File: src/rtl/baud_tick_gen.sv
module baud_tick_gen #(
  parameter int CNT_W = 8,
  parameter int SEL_W = 2,
  parameter int OVS_W = 4,
  localparam int CFG_W = CNT_W + SEL_W
) (
  input  logic             clk,
  input  logic             rst_n,
  input  logic             cfg_we,
  input  logic [CFG_W-1:0] cfg_wdata,
  output logic             tick16,
  output logic             tick1
);
  localparam int PRE_W = (1 << SEL_W) - 1;

  logic [CNT_W-1:0] reload_q;
  logic [SEL_W-1:0] sel_q;
  logic [PRE_W-1:0] pre_q;
  logic [CNT_W-1:0] cnt_q;
  logic [OVS_W-1:0] ovs_q;

  logic [PRE_W-1:0] pre_last;
  logic             pre_en;

  assign pre_last = ~({PRE_W{1'b1}} << sel_q);
  assign pre_en   = (pre_q == pre_last);
  assign tick16   = pre_en && (cnt_q == {CNT_W{1'b1}});
  assign tick1    = tick16 && (ovs_q == {OVS_W{1'b1}});

  always_ff @(posedge clk) begin
    if (!rst_n) begin
      reload_q <= '0;
      sel_q    <= '0;
    end else if (cfg_we) begin
      reload_q <= cfg_wdata[CNT_W-1:0];
      sel_q    <= cfg_wdata[CFG_W-1:CNT_W];
    end
  end

  always_ff @(posedge clk) begin
    if (!rst_n) begin
      pre_q <= '0;
      cnt_q <= '0;
      ovs_q <= '0;
    end else if (cfg_we) begin
      pre_q <= '0;
      cnt_q <= cfg_wdata[CNT_W-1:0];
      ovs_q <= '0;
    end else begin
      pre_q <= pre_en ? '0 : pre_q + 1'b1;
      if (pre_en)
        cnt_q <= tick16 ? reload_q : cnt_q + 1'b1;
      if (tick16)
        ovs_q <= ovs_q + 1'b1;
    end
  end
endmodule

File: config.mk
export PLATFORM = sky130hd
export DESIGN_NAME = baud_tick_gen
export DESIGN_NICKNAME = d
export VERILOG_FILES = /design/src/rtl/baud_tick_gen.sv
export SDC_FILE = /design/constraint.sdc
export NUM_CORES = 1
export LEC_CHECK = 0
export CAP_MARGIN = 5
export CELL_PAD_IN_SITES_DETAIL_PLACEMENT = 0
export CELL_PAD_IN_SITES_GLOBAL_PLACEMENT = 1
export CORE_ASPECT_RATIO = 1.4
export CORE_UTILIZATION = 45
export CTS_CLUSTER_DIAMETER = 40
export DETAILED_ROUTE_END_ITERATION = 10
export PLACE_DENSITY = 0.92
export RECOVER_POWER = 100
export SLEW_MARGIN = 20
export SYNTH_ARGS = -nofsm -noshare
export SYNTH_HDL_FRONTEND = slang
export SYNTH_SLANG_ARGS = --single-unit
File: constraint.sdc
create_clock -name clk -period 4.2 [get_ports clk]
set_input_delay 0.84 -clock clk [delete_from_list [all_inputs] [get_ports clk]]
set_output_delay 0.84 -clock clk [all_outputs]
set_load 0.01 [all_outputs]
* Word level (Yosys, flattened, before mapping)
Cells that the tools add are included.
** Word-level totals
- Output and inout port bits :: 2
- Input port bits :: 13
- Register bits after elaboration :: 25
- Word-level logic and storage cells :: 22
** Operators by class
- Muxes and demuxes :: 3
- $add $sub $neg :: 3
- Reduce and logical (&&, ||, !) cells :: 5
- Shift operators :: 1
- Equality and inequality tests :: 3
- Bitwise logic cells :: 2
** Operators by type and width (number)
- two-way mux 8 bit :: 3
- adder 8 x 1 -> 8 bit, second input constant :: 1
- equality test 8 bit, second input constant :: 1
- adder 4 x 1 -> 4 bit, second input constant :: 1
- equality test 4 bit, second input constant :: 1
- adder 3 x 1 -> 3 bit, second input constant :: 1
- equality test 3 bit :: 1
- NOT 3 bit :: 1
- OR reduction 3 bit :: 1
- << shifter 3 x 2 -> 3 bit, first input constant :: 1
- logical AND 1 bit :: 2
- nonzero test 2 bit :: 1
- OR reduction 2 bit :: 1
- NOT 1 bit :: 1

* Logic depth before layout (Yosys ltp)
Gate-level depths: netlist of the first run.
- Word-level depth :: 7
- Mapped depth :: 7
- Mapped depth without buffers :: 6

* Worst setup path after synthesis of the first run
No wires, ideal clock.
- Path kind :: flip-flop to output port
- Start point :: reg pre_q[2]
- End point :: out tick1
- Slack :: 1.875 ns
- Path buffers :: 0
- Data required time :: 3.360 ns
- Stages on the path, launching flop included :: 6
- Arrival time :: 1.485 ns
- Cells stage by stage :: dfxtp_1 or3_4 o22ai_4 o21ai_1 inv_1 and4_1
** Between the ends
- Longest elaborated chain between the ends :: 3
** RTL lines
- start: declaration :: RTL line 18 : logic [PRE_W-1:0] pre_q;
- start signal: assignment :: RTL line 50 : pre_q <= pre_en ? '0 : pre_q + 1'b1;
- equality test 3 bit :: RTL line 26 : assign pre_en = (pre_q == pre_last);
- logical AND 1 bit :: RTL line 27 : assign tick16 = pre_en && (cnt_q == {CNT_W{1'b1}});
- named net tick16 :: RTL line 11 : output logic tick16,
- logical AND 1 bit :: RTL line 28 : assign tick1 = tick16 && (ovs_q == {OVS_W{1'b1}});
- end: declaration :: RTL line 12 : output logic tick1
The timed path passes the listed nets, and every way through them passes these cells.

* Worst setup path after layout of the first run
- Start point :: reg cnt_q[0]
- End point :: out tick1
** Between the ends
- Longest elaborated chain between the ends :: 3
** RTL lines
- start: declaration :: RTL line 19 : logic [CNT_W-1:0] cnt_q;
- start signal: assignment :: RTL line 47 : cnt_q <= cfg_wdata[CNT_W-1:0];
- start signal: assignment :: RTL line 52 : cnt_q <= tick16 ? reload_q : cnt_q + 1'b1;
- equality test 8 bit :: RTL line 27
- logical AND 1 bit :: RTL line 27
- logical AND 1 bit :: RTL line 28
No other way between the ends.

==> impl_metrics.yaml, run 1 <==
sta:
  setup_tns_ps: 0
  hold_viol: 0
  fin_skew_ps: 1.363
  rsz0062_at_grt: "false"
  fmaxAchievable_ghz: 0.2839
  max_slew.worst_pin.slew_ps: 815.8
  fin_crit_sh: 0.8386
  worst_slack_ps: 677.7
  relSlewSlack: 0.4561
  period_needed_ps: 3522
  drv_slew: 0
  setup-violations-final: 0
yosys:
  async_flop_share: 0
  syn-cell-area_um2: 1336
  syn_inst: 144
  synth_edf_count: 0
  ys_warn_count: 0
  syn_area_per_cell_um2: 9.280
  ys_types: 39
  ys_seq_area_frac: 0.3745
  yosys_most_used_dff: "dfxtp_1"
  synthesis.nets: 160
  ys_ff_latch: 25
power:
  p_int_w: 0.0003537
  p_seq_frac: 0.545
  p_switching_w: 0.0001296
  p_sw_frac: 0.2681
  p_comb_frac: 0.154
  clock_power_share: 0.301
  power_leakage_nw: 0.5649
  power_density_nw_per_um2: 319.5
  vdd_drop_max_uv: 201.9
routing:
  wl_mm: 2.507
  dr_total_vias: 1032
  drc_errors: 0
  drtPass1Iterations: 4
  routedWlPerCell_um: 12.99
  antenna_left: 0
  vias_per_cell: 5.347
  first_iter_violations: 25
floorplan:
  ios: 15
  core-area_um2: 2849
  initial_utilization: 0.4690
  fp.dieH_um: 66.48
  floorplan.die_area_um2: 3194
  rows: 23
  die_x_um: 48.06
clock_tree:
  clk_pin_slew_ps: 90
  cts_tree: "built"
  clock_latency_ps: 280
  hold_buffers: 0
  cts_htree_levels: 1
  numCtsBuffers: 3
  clk_path_buf_depth: 2
  cts.repair.resized: 0
  post_cts_buffers: 0
  ctsRootBufferMaster: "clkbuf_8"
  clkSinkCount: 25
global_routing:
  grt_antenna_before_repair: 0
  grt_pass1_wl_mm: 4.305
  grt_pass1_vias: 977
  grt_max_degree: 23
  grt_usage: 0.1923
  grt-ovfl-total: 0
worst_hold_path:
  hold_path_class: "reg -> reg"
  hold_path.startpoint: "reload_q[6]"
setup_path:
  required_ps: 3360
  crit_start: "cnt_q[0]"
  path_max_fanout: 9
  worst_setup_path_end_kind: "output pin"
  start_kind: "flip-flop"
  path_cells: "ha_1 -> nand3_1 -> nor2_1 -> o21ai_0 -> inv_1 -> and4_1 -> clkdlybuf4s50_1"
  max_stage_delay_ps: 520
  arrival_ps: 2680
  r2r_start: "pre_q[2]"
  cp_slowest_cell: "clkdlybuf4s50_1"
  criticalPathCategory: "reg -> out"
placed_design:
  place_ws_ps: 1290
  gp_congestion: 0.7877
  io_buffers: 14
  hpwl_mm: 1.868
  dp_cells: 189
layout:
  n_antenna_cell: 0
  fin_util: 0.5310
  drive_gt1_frac: 0.1026
  syn_to_final_growth_pct: 13.20
  layout.cells.non_filler: 193
  fillers: 265
  nets: 173
outcome:
  outcome: "completed"
run:
  cap_violations: 0
cell families (layout without fill, tap and decap cells):
logic type	after synthesis	count (layout)	share of synthesized area
simple gates	56	56	0.2350
compound gates	27	27	0.1648
flops	25	25	0.3745
mux	14	14	0.1077
buf+inv	13	25	0.05055
xor+xnor	6	6	0.03933
fa+ha+maj	3	3	0.02809
routing by layer:
| layer | share of wire | global-route usage | routed length (µm) |
|---|---|---|---|
| met2 | 0.52 | 0.3108 | 1301 |
| met4 | 0.023 | 0.09375 | 58 |
| met1 | 0.44 | 0.2357 | 1100 |
| met5 | 0 | 0 | 0 |
| met3 | 0.018 | 0.03252 | 46 |
Yosys cell counts (all sizes together), types with 2 or more instances:
| master | count | area, µm² |
|---|---|---|
| dfxtp | 25 | 500.5 |
| mux2i | 11 | 110.1 |
| nor2 | 11 | 46.29 |
| nand3 | 10 | 50.05 |
| nand2 | 9 | 33.78 |
| nor2b | 9 | 56.30 |
| o21ai | 7 | 35.03 |
| inv | 6 | 22.52 |
| a21oi | 5 | 25.02 |
| nor3 | 5 | 36.29 |
| o31ai | 5 | 57.56 |
| xor2 | 5 | 43.79 |
| clkbuf | 4 | 15.01 |
| nand4 | 4 | 25.02 |
| buf | 3 | 30.02 |
| ha | 3 | 37.54 |
| mux2 | 3 | 33.78 |
| o211ai | 2 | 15.01 |
| o311a | 2 | 20.02 |
| or2 | 2 | 12.51 |
final cells by class:
type,instances,area (µm²),share of cell area
multi-input cells,106,749.5,0.4955
flip-flops and latches,25,500.5,0.3309
clock buffers,3,41.29,0.02730
clock inverters,1,5.005,0.003309
well taps,37,46.29,0.03060
inverters,6,22.52,0.01489
repair buffers,15,147.6,0.09760
through the flow:
step	area (µm²)	power [W]	hold slack (ps)
global route	1513	0.0005073	512.4
detailed placement	1485	0.0003468	472.0
finish	1513	0.0004832	475.0
global placement	1485	0.0003451	464.6
CTS	1531	0.0004901	485.1
floorplan	1336	0.0003281	440.9
registers in the layout, indices dropped and copies added, names as in the netlist:
| signal | flops |
|---|---|
| reload_q | 8 |
| ovs_q | 4 |
| sel_q | 2 |
| pre_q | 3 |
| cnt_q | 8 |
layout by cell type (no fill, tap or decap), types with 2 or more instances in the layout:
cell type	n
dfxtp_1	25
clkdlybuf4s50_1	13
mux2i_1	11
nand3_1	10
nor2_1	10
nand2_1	9
nor2b_1	9
o21ai_0	6
inv_1	6
xor2_1	5
a21oi_1	5
nand4_1	4
nor3_1	4
o31ai_1	3
mux2_2	3
ha_1	3
clkbuf_8	3
o31ai_2	2
o211ai_1	2
o311a_1	2
power groups by stage:
stage	Sequential (W)	Clock [W]	Combinational, W
3_3_place_gp	0.000268	0	0.0000770
3_5_place_dp	0.000269	0	0.0000780
4_1_cts	0.000263	0.000149	0.0000784
2_1_floorplan	0.000265	0	0.0000629
6_report	0.000263	0.000146	0.0000746
5_1_grt	0.000265	0.000157	0.0000846
critical path: cells and delay by family (launching register included):
family,cells,cell delay (ps)
flip-flops,1,380
AO/OA/AOI/OAI,1,340
adder cells (fa/ha/maj),1,250
AND/OR/NAND/NOR,3,790
buffers and inverters,2,650
path summary, 6_finish.rpt:
path / endpoint / slack [ps] / depth (start not counted)
worst max-delay path: tick1 / 680 / 7
worst min-delay path: reload_q[6] / 480 / 2
worst max register to register: cnt_q[4] / 1930 / 5
worst min register to register: reload_q[6] / 480 / 2
Power figures use the tool's default switching activity.
==> inputs of run 2 (changes only) <==
CORE_UTILIZATION = 38   (was 45)
PLACE_DENSITY = 0.84   (was 0.92)
clock period = 3 ns   (was 4.2 ns; I/O delays follow)
==> impl_metrics.yaml, run 2 (same netlist as run 1, synthesis figures left out) <==
floorplan:
  rows: 25
  initial_utilization: 0.3956
  die_x_um: 52.12
  core-area_um2: 3378
  ios: 15
  floorplan.die_area_um2: 3761
  fp.dieH_um: 72.17
power:
  p_sw_frac: 0.2703
  p_int_w: 0.0004991
  p_comb_frac: 0.161
  p_seq_frac: 0.538
  power_density_nw_per_um2: 442.6
  total_power_w: 0.0006839
  p_switching_w: 0.0001849
  clock_power_share: 0.301
  vdd_drop_max_uv: 260.3
  power_leakage_nw: 0.5743
run:
  cap_violations: 0
worst_hold_path:
  hold_path_class: "reg -> reg"
global_routing:
  grt_pass1_vias: 1042
  grt_usage: 0.1550
  gr-usage-met3: 0.01468
  grt-ovfl-total: 0
  grt_pass1_wl_mm: 4.485
  grt_util_met1: 0.1883
  grt_max_degree: 22
  grt_antenna_before_repair: 0
  grt.busiest_layer: "met2"
  grt_use_met2: 0.2707
sta:
  setup-violations-final: 0
  period_needed_ps: 2885
  drv_slew: 0
  relSlewSlack: 0.2522
  fin_crit_sh: 0.9618
  max_slew.worst_pin.slew_ps: 1122
  worst_slack_ps: 114.7
  hold_viol: 0
  fmaxAchievable_ghz: 0.3466
  setup_tns_ps: 0
  fin_skew_ps: 9.396
  rsz0062_at_grt: "false"
layout:
  final_common_cell: "dfxtp_1"
  n_antenna_cell: 0
  reg_top3: "cnt_q x8, reload_q x8, ovs_q x4"
  final_cell_mix: "dfxtp_1 (25), clkdlybuf4s50_1 (13), mux2i_1 (11)"
  nets: 176
  syn_to_final_growth_pct: 15.64
  layout.cells.non_filler: 199
  drive_gt1_frac: 0.1258
clock_tree:
  post_cts_buffers: 0
  clk_pin_slew_ps: 100
  clock_latency_ps: 270
  numCtsBuffers: 3
  hold_buffers: 0
  cts.repair.resized: 0
  clk_path_buf_depth: 2
  ctsRootBufferMaster: "clkbuf_8"
  clkSinkCount: 25
  cts_tree: "built"
  cts_htree_levels: 1
setup_path:
  worst_setup_path_end_kind: "output pin"
  reg2reg_to: "cnt_q[4]"
  r2r_cells: 5
  required_ps: 2400
  endpoint: "tick1"
  start_kind: "flip-flop"
  criticalPathCategory: "reg -> out"
  r2r_slack_ps: 690
  arrival_ps: 2290
  r2r_start: "pre_q[2]"
  crit_start: "pre_q[2]"
  path_max_fanout: 8
placed_design:
  gp_congestion: 0.7186
  io_buffers: 14
  hpwl_mm: 1.942
  dp_cells: 195
  place_ws_ps: 408.4
routing:
  drtPass1Iterations: 4
  vias_per_cell: 5.402
  drc_errors: 0
  first_iter_violations: 26
  dr_total_vias: 1075
  antenna_left: 0
  wl_mm: 2.643
  routedWlPerCell_um: 13.28
outcome:
  outcome: "completed"
## run 2: critical path: stages, from the launching register on
cell	delay (ps)
dfxtp_1	350
or3_4	410
o22ai_4	270
o21ai_1	180
inv_1	100
and4_1	180
clkdlybuf4s50_1	520
## run 2: area by class of cell
type	instances	area (µm²)
clock inverter	1	7.507
fill	342	1833
tap	40	50.05
inverter	6	22.52
sequential	25	500.5
clock buffer	3	41.29
multi-input combinational	106	757.0
timing repair buffer	18	166.4
## run 2: how the worst min path moves through the flow
| stage | from | end | slack (ps) | depth (start not counted) |
|---|---|---|---|---|
| global route | reload_q[6] | reload_q[6] | 510 | 2 |
| global placement | ovs_q[1] | ovs_q[1] | 460 | 2 |
| finish | reload_q[6] | reload_q[6] | 490 | 2 |
| CTS | ovs_q[1] | ovs_q[1] | 490 | 2 |
| floorplan | reload_q[6] | reload_q[6] | 440 | 2 |
| detailed placement | ovs_q[1] | ovs_q[1] | 470 | 2 |
## run 2: metrics by stage
step                      hold slack (ps)    util  instance area, µm²
after global placement              464.7  0.4474                1511
after CTS                           486.4  0.4619                1560
final                               489.0  0.4574                1545
after floorplan                     440.9       -                1336
after global routing                507.2  0.4574                1545
after detailed placement            474.9  0.4474                1511
## run 2: power groups by stage
stage / Clock [W] / Sequential (W) / Combinational, W
4_1_cts: 0.000208 / 0.000368 / 0.000114
5_1_grt: 0.000224 / 0.000371 / 0.000123
3_5_place_dp: 0 / 0.000376 / 0.000114
3_3_place_gp: 0 / 0.000375 / 0.000112
2_1_floorplan: 0 / 0.000371 / 0.0000881
6_report: 0.000206 / 0.000368 / 0.000110
## run 2: per-layer routing
metal | up-vias | wire length [µm]
met5 | - | 0
met2 | 12 | 1318
met4 | 0 | 59
li1 | 547 | -
met3 | 4 | 38
met1 | 512 | 1226
